### src/rtl/cmc_pkg.sv
package cmc_pkg;
  localparam int unsigned BLK_W = 128;

  typedef enum logic [1:0] {
    MODE_ECB = 2'd0,
    MODE_CBC = 2'd1,
    MODE_CTR = 2'd2,
    MODE_RSV = 2'd3
  } mode_e;
endpackage

### src/rtl/cmc_fsm.sv
module cmc_fsm (
  input  logic clk_i,
  input  logic rst_ni,
  input  logic in_valid_i,
  input  logic hold_i,
  input  logic reject_i,
  input  logic eng_done_i,
  output logic in_ready_o,
  output logic accept_o,
  output logic start_o,
  output logic done_o,
  output logic busy_o
);
  typedef enum logic {ST_IDLE, ST_ENG} st_e;
  st_e st_q, st_d;

  assign in_ready_o = (st_q == ST_IDLE) && !hold_i;
  assign accept_o   = in_valid_i && in_ready_o;
  assign start_o    = accept_o && !reject_i;
  assign done_o     = (st_q == ST_ENG) && eng_done_i;
  assign busy_o     = (st_q == ST_ENG);

  always_comb begin
    st_d = st_q;
    unique case (st_q)
      ST_IDLE: if (start_o) st_d = ST_ENG;
      ST_ENG:  if (eng_done_i) st_d = ST_IDLE;
      default: st_d = ST_IDLE;
    endcase
  end

  always_ff @(posedge clk_i or negedge rst_ni) begin
    if (!rst_ni) st_q <= ST_IDLE;
    else         st_q <= st_d;
  end
endmodule

### src/rtl/cmc_path.sv
module cmc_path
  import cmc_pkg::*;
#(
  parameter int unsigned W = BLK_W
) (
  input  logic [1:0]   mode_i,
  input  logic         dec_i,
  input  logic [W-1:0] blk_i,
  input  logic [W-1:0] ctx_i,
  input  logic [W-1:0] res_i,
  output logic [W-1:0] eng_data_o,
  output logic         eng_dec_o,
  output logic [W-1:0] out_data_o,
  output logic [W-1:0] ctx_next_o,
  output logic         ctx_upd_o
);
  localparam logic [W-1:0] ONE = {{(W-1){1'b0}}, 1'b1};

  always_comb begin
    eng_data_o = blk_i;
    eng_dec_o  = dec_i;
    out_data_o = res_i;
    ctx_next_o = ctx_i;
    ctx_upd_o  = 1'b0;
    unique case (mode_e'(mode_i))
      MODE_CBC: begin
        ctx_upd_o = 1'b1;
        if (dec_i) begin
          out_data_o = res_i ^ ctx_i;
          ctx_next_o = blk_i;
        end else begin
          eng_data_o = blk_i ^ ctx_i;
          ctx_next_o = res_i;
        end
      end
      MODE_CTR: begin
        eng_data_o = ctx_i;
        eng_dec_o  = 1'b0;
        out_data_o = res_i ^ blk_i;
        ctx_next_o = ctx_i + ONE;
        ctx_upd_o  = 1'b1;
      end
      default: ;
    endcase
  end
endmodule

### src/rtl/cmc_ctx.sv
module cmc_ctx #(
  parameter int unsigned W = 128
) (
  input  logic         clk_i,
  input  logic         rst_ni,
  input  logic         wr_en_i,
  input  logic [W-1:0] wr_data_i,
  input  logic         clr_ok_i,
  input  logic         upd_en_i,
  input  logic [W-1:0] upd_data_i,
  output logic [W-1:0] ctx_o,
  output logic         ok_o
);
  always_ff @(posedge clk_i or negedge rst_ni) begin
    if (!rst_ni) begin
      ctx_o <= '0;
      ok_o  <= 1'b0;
    end else begin
      if (wr_en_i)       ctx_o <= wr_data_i;
      else if (upd_en_i) ctx_o <= upd_data_i;
      if (wr_en_i)       ok_o <= 1'b1;
      else if (clr_ok_i) ok_o <= 1'b0;
    end
  end
endmodule

### src/rtl/cipher_mode_ctrl.sv
module cipher_mode_ctrl
  import cmc_pkg::*;
#(
  parameter int unsigned W = BLK_W
) (
  input  logic         clk_i,
  input  logic         rst_ni,
  input  logic [1:0]   mode_i,
  input  logic         dec_i,
  input  logic         key_we_i,
  input  logic [W-1:0] key_i,
  input  logic         ctx_we_i,
  input  logic [W-1:0] ctx_i,
  output logic [W-1:0] ctx_o,
  input  logic         in_valid_i,
  input  logic [W-1:0] in_data_i,
  output logic         in_ready_o,
  output logic         out_valid_o,
  output logic [W-1:0] out_data_o,
  output logic         busy_o,
  output logic         err_o,
  output logic         eng_req_o,
  output logic         eng_dec_o,
  output logic [W-1:0] eng_key_o,
  output logic [W-1:0] eng_data_o,
  input  logic         eng_done_i,
  input  logic [W-1:0] eng_res_i
);
  logic         accept, start, done, reject, ctx_ok;
  logic         key_wr, ctx_wr, ctx_upd;
  logic [1:0]   mode_q;
  logic         dec_q;
  logic [W-1:0] blk_q, key_q, res_out, ctx_next;

  assign key_wr = key_we_i && !busy_o;
  assign ctx_wr = ctx_we_i && !busy_o;
  assign reject = (mode_e'(mode_i) == MODE_CBC) && !ctx_ok;

  cmc_fsm u_fsm (
    .clk_i      (clk_i),
    .rst_ni     (rst_ni),
    .in_valid_i (in_valid_i),
    .hold_i     (key_we_i | ctx_we_i),
    .reject_i   (reject),
    .eng_done_i (eng_done_i),
    .in_ready_o (in_ready_o),
    .accept_o   (accept),
    .start_o    (start),
    .done_o     (done),
    .busy_o     (busy_o)
  );

  cmc_path #(.W(W)) u_path (
    .mode_i     (mode_q),
    .dec_i      (dec_q),
    .blk_i      (blk_q),
    .ctx_i      (ctx_o),
    .res_i      (eng_res_i),
    .eng_data_o (eng_data_o),
    .eng_dec_o  (eng_dec_o),
    .out_data_o (res_out),
    .ctx_next_o (ctx_next),
    .ctx_upd_o  (ctx_upd)
  );

  cmc_ctx #(.W(W)) u_ctx (
    .clk_i      (clk_i),
    .rst_ni     (rst_ni),
    .wr_en_i    (ctx_wr),
    .wr_data_i  (ctx_i),
    .clr_ok_i   (key_wr),
    .upd_en_i   (done && ctx_upd),
    .upd_data_i (ctx_next),
    .ctx_o      (ctx_o),
    .ok_o       (ctx_ok)
  );

  assign eng_req_o = busy_o;
  assign eng_key_o = key_q;

  always_ff @(posedge clk_i or negedge rst_ni) begin
    if (!rst_ni) begin
      key_q       <= '0;
      blk_q       <= '0;
      mode_q      <= 2'd0;
      dec_q       <= 1'b0;
      err_o       <= 1'b0;
      out_valid_o <= 1'b0;
      out_data_o  <= '0;
    end else begin
      if (key_wr) key_q <= key_i;
      if (start) begin
        blk_q  <= in_data_i;
        mode_q <= mode_i;
        dec_q  <= dec_i;
      end
      if (accept && reject)    err_o <= 1'b1;
      else if (key_wr || ctx_wr) err_o <= 1'b0;
      out_valid_o <= done;
      if (done) out_data_o <= res_out;
    end
  end
endmodule

### config.mk
export PLATFORM = sky130hd
export DESIGN_NAME = cipher_mode_ctrl
export DESIGN_NICKNAME = d
export VERILOG_FILES = /design/src/rtl/cmc_pkg.sv /design/src/rtl/cmc_fsm.sv /design/src/rtl/cmc_path.sv /design/src/rtl/cmc_ctx.sv /design/src/rtl/cipher_mode_ctrl.sv
export SDC_FILE = /design/constraint.sdc
export NUM_CORES = 2
export LEC_CHECK = 0
export BUFFER_PORTS_ARGS = -buffer_cell sky130_fd_sc_hd__buf_4
export CORE_AREA = 2 2 406 408
export CTS_BUF_LIST = sky130_fd_sc_hd__clkbuf_16
export CTS_CLUSTER_DIAMETER = 80
export DETAILED_ROUTE_END_ITERATION = 10
export DIE_AREA = 0 0 408 410
export PLACE_DENSITY = 0.45
export RECOVER_POWER = 100
export SYNTH_ARGS = -nofsm -noshare
export SYNTH_HDL_FRONTEND = slang
export SYNTH_SLANG_ARGS = --single-unit
### constraint.sdc
create_clock -name clk_i -period 3.5 [get_ports clk_i]
set_input_delay 0 -clock clk_i [delete_from_list [all_inputs] [get_ports clk_i]]
set_output_delay 0 -clock clk_i [all_outputs]
set_load 0.02 [all_outputs]
==> impl_summary.log <==
[metrics] result of the run: finished with violations
[metrics] violated checks: max-capacitance violations, max-slew violations
[metrics] class of the worst hold path: primary input to flip-flop
[metrics] Die Span Y: between 400 and 500 µm
[metrics] source-to-sink clock delay at the later pin of the worst-skew pair: roughly 720 ps
[metrics] Post-Route WL: ~230000 µm
[metrics] post-layout instance area: ~54000 µm²
[metrics] buffer levels on the longest clock path: 3
[metrics] biggest area contributors in the synthesized netlist: sky130_fd_sc_hd__dfrtp_1, sky130_fd_sc_hd__o21ai_0, sky130_fd_sc_hd__nand2_1
[metrics] post-placement cell area: around 46000 µm²
[metrics] net total in the final layout: ~6.6k
[metrics] highest ir drop seen on vdd: 0.4522 mV
[metrics] logic depth of the worst register-to-register path: 12
[metrics] CP Max Fanout: 10
[metrics] number of rows in the core area: between 100 and 150
[metrics] number of buffers added by the clock tree synthesis step: 81
[metrics] first drt pass iteration count: 6
[metrics] terminus of the critical flop-to-flop path: u_ctx.ctx_o[80]$_DFFE_PN0P_
[metrics] post-layout utilization of the core: roughly a third
[metrics] number of enable flip-flop cells after synthesis: 0
[metrics] TritonCTS clock tree: yes
[metrics] antenna violations before repair: between 70 and 80
[metrics] FF+latch count, synth: ~520
[metrics] synthesized area: roughly 35000 µm²
[metrics] area fraction in compound gates after synthesis: a little over a quarter
[metrics] type of element capturing the critical path: flip-flop
[metrics] initial DRC count: 4183
[metrics] ys async rst share: 100.0%
[metrics] Detail Route Antenna Nets: 0
[metrics] Clock Sink Count: 519
[metrics] worst slew margin relative to its limit: -83.85%
[metrics] library cell with the largest summed area after synthesis: sky130_fd_sc_hd__dfrtp_1
[metrics] I/O pin total: 1039
[metrics] area of the core: 163500 µm²
[metrics] via count of the first global-routing pass: 42.32k
[metrics] clock transition at the register clock pins on the worst setup and hold paths after CTS: around 60 ps
[metrics] average instance area after synthesis: 7.763 µm²
[metrics] area of the die: about 170000 µm²
[metrics] number of input and output port buffers inserted: 1038
[metrics] top library cells by usage in the layout, fill and taps aside: sky130_fd_sc_hd__buf_4, sky130_fd_sc_hd__nand2_1, sky130_fd_sc_hd__o21ai_0
[metrics] total half-perimeter wirelength after legalization and detailed placement: about 170000 µm
[metrics] xor/xnor cell area share of the yosys netlist: less than 1%
[metrics] final total power: about 35 mW
[metrics] CP Data Required Time: between 4000 and 5000 ps
[metrics] proportion of synthesized area in mux cells: 7.709%
[metrics] Final period util: a little over nine tenths
[metrics] CTS H-tree depth: 3
[metrics] reported leakage power: 22.59 nW
[metrics] largest clock skew in the final design: 54.78 ps
[metrics] number of pins with negative max-slew slack in the final report: 23
[metrics] total setup violations reported at the end of the flow: 0
[metrics] area added between synthesis and finish: 53.34%
[metrics] remaining design rule violation count: 0
[metrics] worst-case hold path end point: blk_q[116]$_DFFE_PN0P_
[metrics] library cells used by synthesis: 81
[metrics] simple-gate share of the synthesized area: 21.60%
[metrics] Reg2Reg Setup Slack: 110 ps
[metrics] Worst Setup Slack post-DPL: 22.93 ps
[metrics] Initial Utilization: a little over a fifth
[metrics] total global routing track utilization: 26.49%
[metrics] vias post-DR: 43.35k
[metrics] CTS root buffer: sky130_fd_sc_hd__clkbuf_16
[metrics] start point of the worst min-delay path: in_data_i[116]
[metrics] RSZ-0062 raised after global routing: yes
[metrics] gr ovfl total: 0
[metrics] final hold vios: 0
[metrics] arrival time worst endpoint: about 4000 ps
[metrics] fraction of synthesized cell area taken by the top area cell type: between 30% and 40%
[metrics] global-route wire length before repair: about 320000 µm
[metrics] number of warnings issued by yosys: 0
[metrics] hold_ws: around 52 ps
[metrics] Vias/cell: between 5 and 6
[metrics] worst hold path depth: 4
[metrics] Max-Cap Viols: 1
[metrics] kind of start point of the critical path: flip-flop
[metrics] Crit Path Class: flip-flop to flip-flop
[metrics] Post-Synth Adder-Cell Area: less than 1%
[metrics] last weighted congestion value of the routability-driven placer: ~0.93
[metrics] Filler cells: 17.56k
[metrics] share of layout cells above drive strength 1: 21.41%
[metrics] Worst-Margin Slew: 2758 ps
[metrics] launch instance of the worst register-to-register path: u_ctx.ctx_o[1]$_DFFE_PN0P_
[metrics] net count after synthesis: 5090
[metrics] worst path setup slack after routing: around 110 ps
[metrics] horizontal die dimension: around 410 µm
[metrics] synthesized instance count: between 4k and 5k
[metrics] most frequent standard cell in the layout excluding fill and tap cells: sky130_fd_sc_hd__buf_4
[metrics] Power Density: 637.6 nW/µm²
[metrics] drt wl/cell: 27.72 µm
[metrics] dominant combinational cell family by area after synthesis: compound AO/OA/AOI/OAI gates
[metrics] dominant synthesized flop cell: sky130_fd_sc_hd__dfrtp_1
[metrics] pin count of the biggest net entering global routing: between 150 and 200
[metrics] clock period minus worst slack: between 3000 and 4000 ps
[metrics] Max Clk Rate: approximately 290 MHz
[metrics] proportion of synthesized chip area in sequential cells: a little over a third
## cells by family after synthesis
logic type / Yosys count
buffers and inverters: 629
XOR/XNOR: 25
multiplexers: 254
flip-flops: 519
AO/OA/AOI/OAI: 1492
AND/OR/NAND/NOR: 1644
adder cells (fa/ha/maj): 3
## Yosys cell counts, types with 26 or more instances
library cell and instances:
sky130_fd_sc_hd__a211oi_1 37, sky130_fd_sc_hd__a21boi_0 130, sky130_fd_sc_hd__a21oi_1 238, sky130_fd_sc_hd__a221o_1 140
sky130_fd_sc_hd__a22oi_1 133, sky130_fd_sc_hd__and3_1 45, sky130_fd_sc_hd__and4_1 26, sky130_fd_sc_hd__clkbuf_1 448
sky130_fd_sc_hd__dfrtp_1 519, sky130_fd_sc_hd__inv_1 141, sky130_fd_sc_hd__mux2_2 148, sky130_fd_sc_hd__mux2i_1 105
sky130_fd_sc_hd__nand2_1 661, sky130_fd_sc_hd__nand3_1 95, sky130_fd_sc_hd__nand4_1 61, sky130_fd_sc_hd__nor2_1 315
sky130_fd_sc_hd__nor2b_1 142, sky130_fd_sc_hd__nor3_1 196, sky130_fd_sc_hd__nor4_1 31, sky130_fd_sc_hd__o21ai_0 651
## per-layer routing
metal	wire (µm)	share of wire [%]	track usage, %	vias to the layer above
li1	-	-	-	19417
met1	91640	40	32.20	21528
met2	111600	48	45.41	1956
met3	17790	7.7	6.222	410
met4	9957	4.3	9.547	36
met5	213	0.092	0	-
## worst max path at each step
stage	cells after the start	startpoint	end	slack (ps)
finish	12	u_ctx.ctx_o[1]$_DFFE_PN0P_	u_ctx.ctx_o[80]$_DFFE_PN0P_	110
global route	9	u_ctx.ctx_o[46]$_DFFE_PN0P_	u_ctx.ctx_o[60]$_DFFE_PN0P_	-10
detailed placement	9	u_ctx.ctx_o[57]$_DFFE_PN0P_	u_ctx.ctx_o[97]$_DFFE_PN0P_	20
CTS	9	mode_q[0]$_DFFE_PN0P_	u_ctx.ctx_o[53]$_DFFE_PN0P_	20
global placement	8	u_ctx.ctx_o[80]$_DFFE_PN0P_	u_ctx.ctx_o[97]$_DFFE_PN0P_	80
floorplan	10	u_ctx.ctx_o[70]$_DFFE_PN0P_	u_ctx.ctx_o[84]$_DFFE_PN0P_	410
## metrics by stage
step           setup TNS [ps]  instances
2_1_floorplan               0       4566
3_3_place_gp                0       7534
3_5_place_dp                0       7534
4_1_cts                     0       8292
5_1_grt                -14.35       8326
6_report                    0       8340
## where the power goes
group,switching [mW],internal [mW],leakage (nW)
Clock,3.56,4.77,1.31
Combinational,11.2,6.10,15.0
Sequential,1.58,7.49,6.31
Total,16.3,18.4,22.6
## cell type report
type                    instances  area, µm²  share of cell area [%]
multi-input cells            3418      20270                   37.29
diodes                         43      107.6                  0.1980
flip-flops and latches        519      12990                   23.91
inverters                     142      538.0                  0.9899
repair buffers               1885      15100                   27.78
clock inverters                63      579.3                   1.066
clock buffers                  81       2027                   3.729
well taps                    2189       2739                   5.039
## critical path, stage by stage, from the launching register on
cell	delay (ps)
sky130_fd_sc_hd__dfrtp_2	470
sky130_fd_sc_hd__ha_1	210
sky130_fd_sc_hd__and3_1	230
sky130_fd_sc_hd__buf_4	160
sky130_fd_sc_hd__nand2_1	210
sky130_fd_sc_hd__nor3_1	240
sky130_fd_sc_hd__buf_4	210
sky130_fd_sc_hd__nand4_1	110
sky130_fd_sc_hd__buf_4	210
sky130_fd_sc_hd__xor2_1	270
sky130_fd_sc_hd__a21oi_1	130
sky130_fd_sc_hd__a221o_1	280
sky130_fd_sc_hd__dlygate4sd3_1	550
## state kept, by name, indices dropped and copies added (netlist names)
register / cells
u_ctx.ctx_o: 128
out_data_o: 128
eng_key_o: 128
u_fsm.busy_o: 1
err_o: 1
u_ctx.ok_o: 1
mode_q: 2
blk_q: 128
dec_q: 1
out_valid_o: 1
## timing repair
item,CTS,global route
pin swaps,0,1
buffers inserted,0,4
endpoints found under the setup margin,1,20
gates resized for setup,1,11
endpoints found under the hold margin,823,0
gates cloned,0,1
hold buffers,614,0
(Power assumes the default switching activity.)
